`config.mk`:
```
export PLATFORM = sky130hd
export DESIGN_NAME = mbus_rd_port
export DESIGN_NICKNAME = d
export VERILOG_FILES = /design/src/rtl/mbus_rd_pkg.sv /design/src/rtl/mbus_sync.sv /design/src/rtl/mbus_class.sv /design/src/rtl/mbus_rd_port.sv
export SDC_FILE = /design/constraint.sdc
export NUM_CORES = 1
export LEC_CHECK = 0
export ABC_CLOCK_PERIOD_IN_PS = 1200
export CAP_MARGIN = 0
export CORE_UTILIZATION = 25
export DETAILED_ROUTE_END_ITERATION = 10
export PLACE_DENSITY_LB_ADDON = 0.25
export SLEW_MARGIN = 20
export SYNTH_ARGS = -nofsm -noshare
export SYNTH_HDL_FRONTEND = slang
export SYNTH_SLANG_ARGS = --single-unit
```
`constraint.sdc`:
```
create_clock -name clk -period 1.2 [get_ports clk]
set_input_delay 0.12 -clock clk [delete_from_list [all_inputs] [get_ports clk]]
set_output_delay 0.12 -clock clk [all_outputs]
set_load 0.005 [all_outputs]
```
`src/rtl/mbus_rd_pkg.sv`:
```
package mbus_rd_pkg;
    localparam int IDX_W  = 8;
    localparam int LANES  = 2;

    typedef struct packed {
        logic             act;
        logic [IDX_W-1:0] idx;
        logic             stb;
        logic             word;
        logic             err;
        logic [LANES-1:0] oe;
    } rd_state_t;
endpackage

```
`src/rtl/mbus_sync.sv`:
```
module mbus_sync #(
    parameter int WIDTH = 1,
    parameter logic [WIDTH-1:0] RST_VAL = '0
) (
    input  logic             clk,
    input  logic             rst_n,
    input  logic [WIDTH-1:0] async_i,
    output logic [WIDTH-1:0] sync_o
);
    logic [WIDTH-1:0] s1_q, s1_d, s2_q, s2_d;

    always_comb begin
        s1_d = async_i;
        s2_d = s1_q;
    end

    always_ff @(posedge clk or negedge rst_n) begin
        if (!rst_n) begin
            s1_q <= RST_VAL;
            s2_q <= RST_VAL;
        end else begin
            s1_q <= s1_d;
            s2_q <= s2_d;
        end
    end

    assign sync_o = s2_q;
endmodule

```
`src/rtl/mbus_class.sv`:
```
module mbus_class #(
    parameter int IDX_W = 8,
    parameter logic [IDX_W-1:0] FIFO_LO = 8'h80,
    parameter logic [IDX_W-1:0] FIFO_HI = 8'h87,
    parameter logic [IDX_W-1:0] CNT_LO  = 8'h88,
    parameter logic [IDX_W-1:0] CNT_HI  = 8'h8F
) (
    input  logic [IDX_W-1:0] idx_i,
    output logic             is_fifo_o,
    output logic             is_word_o
);
    logic is_cnt;
    always_comb begin
        is_fifo_o = (idx_i >= FIFO_LO) && (idx_i <= FIFO_HI);
        is_cnt    = (idx_i >= CNT_LO)  && (idx_i <= CNT_HI);
        is_word_o = is_fifo_o || is_cnt;
    end
endmodule

```
`src/rtl/mbus_rd_port.sv`:
```
module mbus_rd_port
    import mbus_rd_pkg::*;
#(
    parameter int BUS_W = 32,
    parameter int DATA_W = 16
) (
    input  logic              clk,
    input  logic              rst_n,
    input  logic              ale_i,
    input  logic              cs_n_i,
    input  logic              rd_n_i,
    input  logic [3:0]        be_n_i,
    input  logic [BUS_W-1:0]  ad_i,
    input  logic [DATA_W-1:0] reg_data_i,
    output logic [IDX_W-1:0]  reg_idx_o,
    output logic              rd_stb_o,
    output logic [1:0]        rd_bytes_o,
    output logic              err_o,
    output logic [DATA_W-1:0] data_o,
    output logic [LANES-1:0]  data_oe_o
);
    localparam int CTL_W = 3 + LANES;

    logic [CTL_W-1:0] ctl_s;
    logic [IDX_W-1:0] ad_s;
    logic             ale_s, act_s;
    logic [LANES-1:0] be_s;
    logic             is_fifo, is_word;
    logic             unused_hi;
    rd_state_t        st_d, st_q;

    assign unused_hi = ^{ad_i[BUS_W-1:IDX_W], be_n_i[3:LANES], is_fifo};

    mbus_sync #(.WIDTH(CTL_W), .RST_VAL({3'b011, {LANES{1'b1}}})) u_ctl_sync (
        .clk(clk), .rst_n(rst_n),
        .async_i({ale_i, cs_n_i, rd_n_i, be_n_i[LANES-1:0]}),
        .sync_o(ctl_s)
    );

    mbus_sync #(.WIDTH(IDX_W)) u_ad_sync (
        .clk(clk), .rst_n(rst_n),
        .async_i(ad_i[IDX_W-1:0]),
        .sync_o(ad_s)
    );

    assign ale_s = ctl_s[CTL_W-1];
    assign act_s = ~ctl_s[CTL_W-2] & ~ctl_s[CTL_W-3];
    assign be_s  = ctl_s[LANES-1:0];

    mbus_class #(.IDX_W(IDX_W)) u_class (
        .idx_i(st_q.idx), .is_fifo_o(is_fifo), .is_word_o(is_word)
    );

    always_comb begin
        st_d     = st_q;
        st_d.act = act_s;
        if (ale_s)
            st_d.idx = ad_s;
        st_d.stb = act_s & ~st_q.act;
        if (act_s & ~st_q.act) begin
            st_d.word = ~be_s[0] & ~be_s[1] & is_word;
            st_d.err  = ~be_s[1] & ~is_word;
        end else if (!act_s) begin
            st_d.word = 1'b0;
            st_d.err  = 1'b0;
        end
        st_d.oe[0] = act_s & ~be_s[0];
        st_d.oe[1] = act_s & ~be_s[1] & is_word;
    end

    always_ff @(posedge clk or negedge rst_n) begin
        if (!rst_n) st_q <= '0;
        else        st_q <= st_d;
    end

    assign reg_idx_o  = st_q.idx;
    assign rd_stb_o   = st_q.stb;
    assign rd_bytes_o = st_q.word ? 2'd2 : 2'd1;
    assign err_o      = st_q.err;
    assign data_o     = reg_data_i;
    assign data_oe_o  = st_q.oe;
endmodule

```
* Word-level counts from Yosys, hierarchy flattened
Index checks and enable logic that the tools add are counted.
Storage, ports and cells: input bits 57, bits in registers 40, word-level logic and storage cells 35, output and inout bits 30
Cells by class: equality and inequality tests 1, mux-type cells 3, bitwise operators 14, reductions and logical operators 3, order comparisons 4
Operators by type and width (count):
- $ge A8 B8 Y1 const B | 2
- $le A8 B8 Y1 const B | 2
- $and A1 B1 Y1 | 8
- $mux W2 | 3
- $not A1 Y1 | 6
- $logic_and A1 B1 Y1 | 2
- $ne A2 B1 Y1 const B | 1
- $logic_or A1 B1 Y1 | 1

* Longest topological paths before layout
Gate-level depths: netlist of the first run.
word-level depth 6, gate-level depth with buffers 3, mapped depth without buffers 3

* By module
Synthesis of the first run repeated with hierarchy kept, for this count alone.
Second synthesis, totals: cell total of the unflattened synthesis 91, area, all modules 1408.9 um^2
By module, submodules not included:
- mbus_rd_port | instances 1, area each 715.7 um^2, sequential area each 350.3 um^2, cells an instance 63
- mbus_sync (u_ad_sync) | instances 1, area each 400.4 um^2, sequential area each 400.4 um^2, cells an instance 16
- mbus_sync (u_ctl_sync) | instances 1, area each 260.2 um^2, sequential area each 260.2 um^2, cells an instance 10
- mbus_class | instances 1, area each 32.5 um^2, sequential area each 0.0 um^2, cells an instance 2

* Worst setup path before layout of the first run
Ideal clock, no wire load.
path type reg-to-reg, start point register st_q, in the netlist reg_idx_o[7], end point register st_q, in the netlist err_o, setup time 0.073 ns, stages on the path, launching flop included 4, arrival 0.915 ns, clock period less this slack 0.988 ns, setup slack 0.212 ns, data required time 1.127 ns, path buffers 0, path through dfrtp_1 nor4b_4 or3_1 a21oi_2
Between the ends: word-level cells in the longest chain between the ends 6, elaborated cells between the ends (all ways) 10, those cells by class order compare (4); mux (1); bitwise (2); reduce/logical (3)
RTL lines:
- from (decl) | RTL line mbus_rd_port.sv:30 | rd_state_t st_d, st_q;
- from (signal assigned) | RTL line mbus_rd_port.sv:73 | else st_q <= st_d;
- $ge A8 B8 Y1, or another cell as far along | RTL line mbus_class.sv:14 | is_fifo_o = (idx_i >= FIFO_LO) && (idx_i <= FIFO_HI);
- $logic_and A1 B1 Y1 (on tied branches) | RTL line mbus_class.sv:14, mbus_class.sv:15
- $logic_or A1 B1 Y1 (*) | RTL line mbus_class.sv:16 | is_word_o = is_fifo_o || is_cnt;
- $not A1 Y1 (*) | RTL line mbus_rd_port.sv:62 | st_d.err = ~be_s[1] & ~is_word;
- $and A1 B1 Y1 (*) | RTL line mbus_rd_port.sv:62
- $mux W2 (*) | RTL line mbus_rd_port.sv:60 | if (act_s & ~st_q.act) begin
Every way passes the cells marked *; elsewhere a longest branch is shown, timed or not. A chain may end at the register's enable or synchronous reset.

* Worst setup path after layout of the first run
start point register st_q, in the netlist reg_idx_o[6], end point register st_q, in the netlist err_o
The elaborated chain is that of the path after synthesis.

==> results.json, run 1 <==
{
  "nets": 162,
  "synth_edf_count": 0,
  "grt_pass1_vias": 626,
  "syn_area_per_cell_um2": 15.6,
  "synth-compound-area-share_pct": 1.16,
  "antennaDiodeCount": 0,
  "place_congestion": 0.646,
  "synthesis.area_um2": 1400,
  "place_area_um2": 1570,
  "leakage_uw": 0.000766,
  "period_share_pct": 97.0,
  "critPathTopFamily": "simple AND/OR/NAND/NOR gates",
  "syn_to_final_growth_pct": 23.0,
  "hold_violations": 0,
  "first_pass_iters": 3,
  "synth_cells": 90,
  "synth-xor-area-share_pct": 0,
  "synth_top_cell_area_share_pct": 57.1,
  "synth.top_cells.by_area": "dfrtp_1 57%, dfstp_2 15%, buf_4 14%",
  "critPathSlowestCell": "dfrtp_1",
  "path_buf_inv": 1,
  "ff_latch_area_um2": 1010,
  "grt_setup_unrepaired": "true",
  "power_density_nw_per_um2": 1480,
  "cts_buffer_depth": 2,
  "coreArea_um2": 5240,
  "io_pins": 87,
  "grt_max_degree": 25,
  "vias": 629,
  "synth-seq-area-share_pct": 72.1,
  "antenna_found_initial": 0,
  "place_ws_ps": 137,
  "setup_viol": 0,
  "wl_per_cell_um": 11.0,
  "grt_pass1_wl_um": 3160,
  "synth_top_family_by_area": "buffers and inverters",
  "status": "complete, no violations",
  "cts_tree": "done",
  "timing.fmax_ghz": 0.859,
  "fin_area_um2": 1720,
  "cp.required_ps": 1360,
  "antenna_left": 0,
  "cts_root_buffer": "clkbuf_8",
  "slew_violations": 0,
  "start_util_pct": 26.8,
  "synth_nets": 147,
  "synth_seq_cells": 40,
  "cts_buffers": 5,
  "synth_warnings": 0,
  "synth_top_cell_by_area": "dfrtp_1",
  "synth_cell_types": 15,
  "peakVddDrop_mv": 0.757,
  "fillers": 522,
  "drtIter0Drc": 13,
  "synth_mux_area_share_pct": 6.43,
  "dieArea_um2": 5910,
  "worstPathCellList": "buf_6 > nor4b_4 > or3_4 > a21oi_2",
  "routed_wl_um": 1940,
  "hpwl_um": 1300,
  "relSlewSlack_pct": 73.9,
  "multi_input_area_um2": 180,
  "crit_type": "reg -> reg",
  "io_buffers": 28,
  "drive_gt1_share_pct": 34.0,
  "grtUsageTotal_pct": 7.23,
  "yosysMostFrequentCell": "dfrtp_1",
  "async_flop_share_pct": 100,
  "max_slew.worst_pin.slew_ps": 391,
  "viasPerCell": 3.57,
  "synthAdderAreaFrac_pct": 0,
  "yosys-top-cells-count": "32 x dfrtp_1, 27 x buf_4, 8 x dfstp_2, 8 x mux2_2, 3 x nor2_1",
  "maxCapViolCount": 0,
  "synthFlopType": "dfrtp_1",
  "startpoint_type": "flip-flop",
  "cts.reportedPaths.clkPinSlew_ps": 70,
  "cp.arrival_ps": 1330,
  "cp_slowest_stage_delay_ps": 390,
  "numClockSinks": 40,
  "skew_ps": 3.57,
  "clock_latency_ps": 280,
  "die_w_um": 76.9,
  "crit_path_end_kind": "flip-flop",
  "overflow": 0,
  "die_y_um": 76.9,
  "min_period_ps": 1160,
  "worstHoldPathType": "in -> out",
  "yosys.area_share.simple_pct": 4.55,
  "row_count": 26,
  "cp_max_fo": 3,
  "setup_slack_ps": 35.7,
  "h-tree-depth": 2,
  "drc": 0
}
-- registers in the layout (all words and copies together), names as in the netlist --
name and count:
err_o 1, u_ctl_sync.s1_q 5, rd_stb_o 1, u_ad_sync.s1_q 8, data_oe_o 2, reg_idx_o 8, u_ad_sync.sync_o 8, u_ctl_sync.sync_o 5
st_q 2
-- report_power, final --
group / leakage, µW / switching [µW] / internal, µW
logic: 0.000252 / 74.8 / 133
registers: 0.000468 / 34.9 / 1440
clock network: 0.0000455 / 401 / 468
-- kinds of logic (layout without fill, tap and decap cells) --
kind of cell,after synthesis,after routing
AO/OA/AOI/OAI,2,2
buffers and inverters,31,47
flip-flops,40,40
multiplexers,8,8
AND/OR/NAND/NOR,9,9
-- per-layer routing --
metal | up-vias | global-route usage [%] | wire length [µm]
met1 | 313 | 7.77 | 761
met3 | 2 | 4.88 | 181
li1 | 286 | - | -
met2 | 28 | 11.2 | 992
met5 | - | 0 | 0
met4 | 0 | 2.69 | 8
-- worst register-to-register path, delay by kind of cell (launching register included) --
kind	cells	cell delay (ps)
flip-flops	1	390
buffers and inverters	1	130
AO/OA/AOI/OAI	1	40
AND/OR/NAND/NOR	2	490
-- per-stage QoR --
stage	power [µW]	setup TNS, ps	hold WS, ps	instances	utilization, %
6_report	2550	0	240	176	32.9
5_1_grt	2680	-51.9	239	176	32.9
4_1_cts	2580	0	236	175	32.4
3_5_place_dp	1700	0	70.0	160	30.0
3_3_place_gp	1690	0	53.9	160	30.0
2_1_floorplan	1630	0	-176	90	-
-- cells in the final DEF (no fill, tap or decap), types with 2 or more instances in the layout --
master | netlist | routed
mux2_2 | 8 | 8
dlygate4sd2_1 | 0 | 12
nor2_1 | 3 | 3
buf_6 | 0 | 2
clkdlybuf4s50_1 | 0 | 13
clkbuf_1 | 0 | 2
clkbuf_8 | 0 | 6
buf_4 | 27 | 6
inv_1 | 2 | 2
dfrtp_1 | 32 | 32
dfstp_2 | 8 | 8
-- worst paths after layout --
path / start / endpoint / slack [ps] / depth (start not counted)
setup / recovery: reg_idx_o[6]$_DFFE_PN0P_ / err_o$_DFFE_PN0P_ / 40 / 4
hold / removal: reg_data_i[0] / data_o[0] / 240 / 0
setup reg to reg: reg_idx_o[6]$_DFFE_PN0P_ / err_o$_DFFE_PN0P_ / 40 / 4
hold reg to reg: u_ad_sync.s1_q[5]$_DFF_PN0_ / u_ad_sync.sync_o[5]$_DFF_PN0_ / 350 / 0
max in group asynchronous: rst_n / u_ctl_sync.sync_o[2]$_DFF_PN1_ / 380 / 3
min in group asynchronous: rst_n / reg_idx_o[6]$_DFFE_PN0P_ / 290 / 2
-- timing repair --
action,in CTS,in global routing
endpoints found under the setup margin,14,3
setup buffers,6,1
resized for setup,14,6
hold buffers,1,0
cloned,0,0
endpoints found under the hold margin,16,0
-- layout make-up --
type                    instances  share of cell area [%]
repair buffers                 37                    20.2
inverters                       2                   0.435
well taps                      70                    5.08
clock buffers                   8                    5.22
multi-input cells              19                    10.4
flip-flops and latches         40                    58.6
No activity file was read; power rests on OpenSTA's default activity.
==> inputs of run 2 (changes only) <==
CELL_PAD_IN_SITES_DETAIL_PLACEMENT = 1   (was default)
CELL_PAD_IN_SITES_GLOBAL_PLACEMENT = 2   (was default)
DONT_BUFFER_PORTS = 1   (was default)
==> results.json, run 2 (same netlist as run 1, synthesis figures left out) <==
{
  "grt_pass1_wl_um": 3140,
  "die_y_um": 76.9,
  "io_pins": 87,
  "row_count": 26,
  "grtUsageTotal_pct": 7.34,
  "slew_violations": 0,
  "fin_util_pct": 29.6,
  "crit_path_end_kind": "flip-flop",
  "cts_buffer_depth": 2,
  "grt_max_degree": 41,
  "nets": 142,
  "viasPerCell": 3.69,
  "cts.reportedPaths.clkPinSlew_ps": 70,
  "cp.arrival_ps": 1280,
  "fillers": 544,
  "place_congestion": 0.637,
  "instances_no_fill": 155,
  "antenna_found_initial": 0,
  "skew_ps": 5.69,
  "cts_tree": "done",
  "hp-start": "reg_data_i[0]",
  "hpwl_um": 1170,
  "cts_buffers": 5,
  "period_share_pct": 92.9,
  "status": "complete, no violations",
  "crit_type": "reg -> reg",
  "final_common_cell": "dfrtp_1",
  "dp.cells": 133,
  "whs_path_depth": 0,
  "p_total_uw": 2530,
  "cp_max_fo": 3,
  "start_util_pct": 26.8,
  "post_cts_buffers": 0,
  "grt_setup_unrepaired": "false",
  "overflow": 0,
  "reg2reg_slack_ps": 90,
  "cp.required_ps": 1370,
  "min_period_ps": 1110,
  "peakVddDrop_mv": 0.701,
  "r2r-end": "err_o$_DFFE_PN0P_",
  "ff2ff_path_depth": 3,
  "coreArea_um2": 5240,
  "max_slew.worst_pin.slew_ps": 346,
  "rr_startpoint": "reg_idx_o[6]$_DFFE_PN0P_",
  "drive_gt1_share_pct": 32.9,
  "cts_root_buffer": "clkbuf_8",
  "h-tree-depth": 2,
  "io_buffers": 0,
  "drtIter0Drc": 14,
  "clock_latency_ps": 280,
  "die_w_um": 76.9,
  "power_density_nw_per_um2": 1640,
  "path_buf_inv": 0,
  "timing.fmax_ghz": 0.897,
  "worstHoldPathType": "in -> out",
  "wl_per_cell_um": 11.9,
  "antenna_left": 0,
  "multi_input_area_um2": 170,
  "worstPathCellList": "nor4b_4 > or3_1 > a21oi_2",
  "critPathTopFamily": "simple AND/OR/NAND/NOR gates",
  "cp_slowest_stage_delay_ps": 450,
  "startpoint_type": "flip-flop",
  "critPathSlowestCell": "dfrtp_1",
  "maxCapViolCount": 0,
  "first_pass_iters": 4,
  "relSlewSlack_pct": 76.9,
  "grt_pass1_vias": 650,
  "hold_violations": 0,
  "ff_latch_area_um2": 1010,
  "dieArea_um2": 5910,
  "leakage_uw": 0.000658,
  "fin_tns_setup_ps": 0,
  "drc": 0,
  "routed_wl_um": 1840,
  "setup_viol": 0,
  "antennaDiodeCount": 0,
  "numClockSinks": 40,
  "layout_common_cells": "32 x dfrtp_1, 14 x dlygate4sd3_1, 8 x mux2_2, 8 x dfstp_2, 7 x clkbuf_8",
  "syn_to_final_growth_pct": 10.4,
  "vias": 572,
  "min_to": "data_o[0]"
}
run 2: metal layers:
metal  wire [µm]  GRT usage, %  up-vias  part of all wire [%]
met5           0             0        -                     0
met4          56          6.73        0                   3.0
li1            -             -      247                     -
met1         656          7.13      292                    36
met2         918          10.9       22                    50
met3         206          4.29       11                    11
run 2: repair_timing:
action,4_1_cts,5_1_grt
hold endpoints to repair,53,0
resized for setup,0,0
hold buffers,15,0
run 2: how the worst max path moves through the flow:
stage | startpoint | to | cells past startpoint
2_1_floorplan | reg_idx_o[7]$_DFFE_PN0P_ | err_o$_DFFE_PN0P_ | 3
3_3_place_gp | reg_idx_o[6]$_DFFE_PN0P_ | err_o$_DFFE_PN0P_ | 3
3_5_place_dp | reg_idx_o[6]$_DFFE_PN0P_ | err_o$_DFFE_PN0P_ | 3
4_1_cts | reg_idx_o[6]$_DFFE_PN0P_ | err_o$_DFFE_PN0P_ | 3
5_1_grt | reg_idx_o[6]$_DFFE_PN0P_ | err_o$_DFFE_PN0P_ | 3
6_report | reg_idx_o[6]$_DFFE_PN0P_ | err_o$_DFFE_PN0P_ | 3
run 2: cell type report:
class / count / area share (%)
tap: 70 / 5.66
sequential: 40 / 65.3
multi-input combinational: 19 / 11.0
clock buffer: 7 / 6.22
timing repair buffer: 17 / 11.3
inverter: 2 / 0.485
run 2: worst reg2reg max path: stages, from the launching register on:
cell,delay [ps]
dfrtp_1,450
nor4b_4,340
or3_1,160
a21oi_2,50
run 2: power by group:
group	internal (µW)	switching, µW
logic	79.0	50.1
registers	1440	48.8
clock network	511	409
total	2030	507
run 2: metrics by stage:
stage	setup WS [ps]	hold slack (ps)	instance area, µm²
2_1_floorplan	212	-176	1400
3_3_place_gp	98.4	-175	1290
3_5_place_dp	92.7	-175	1290
4_1_cts	74.8	240	1550
5_1_grt	8.59	240	1550
6_report	85.2	240	1550
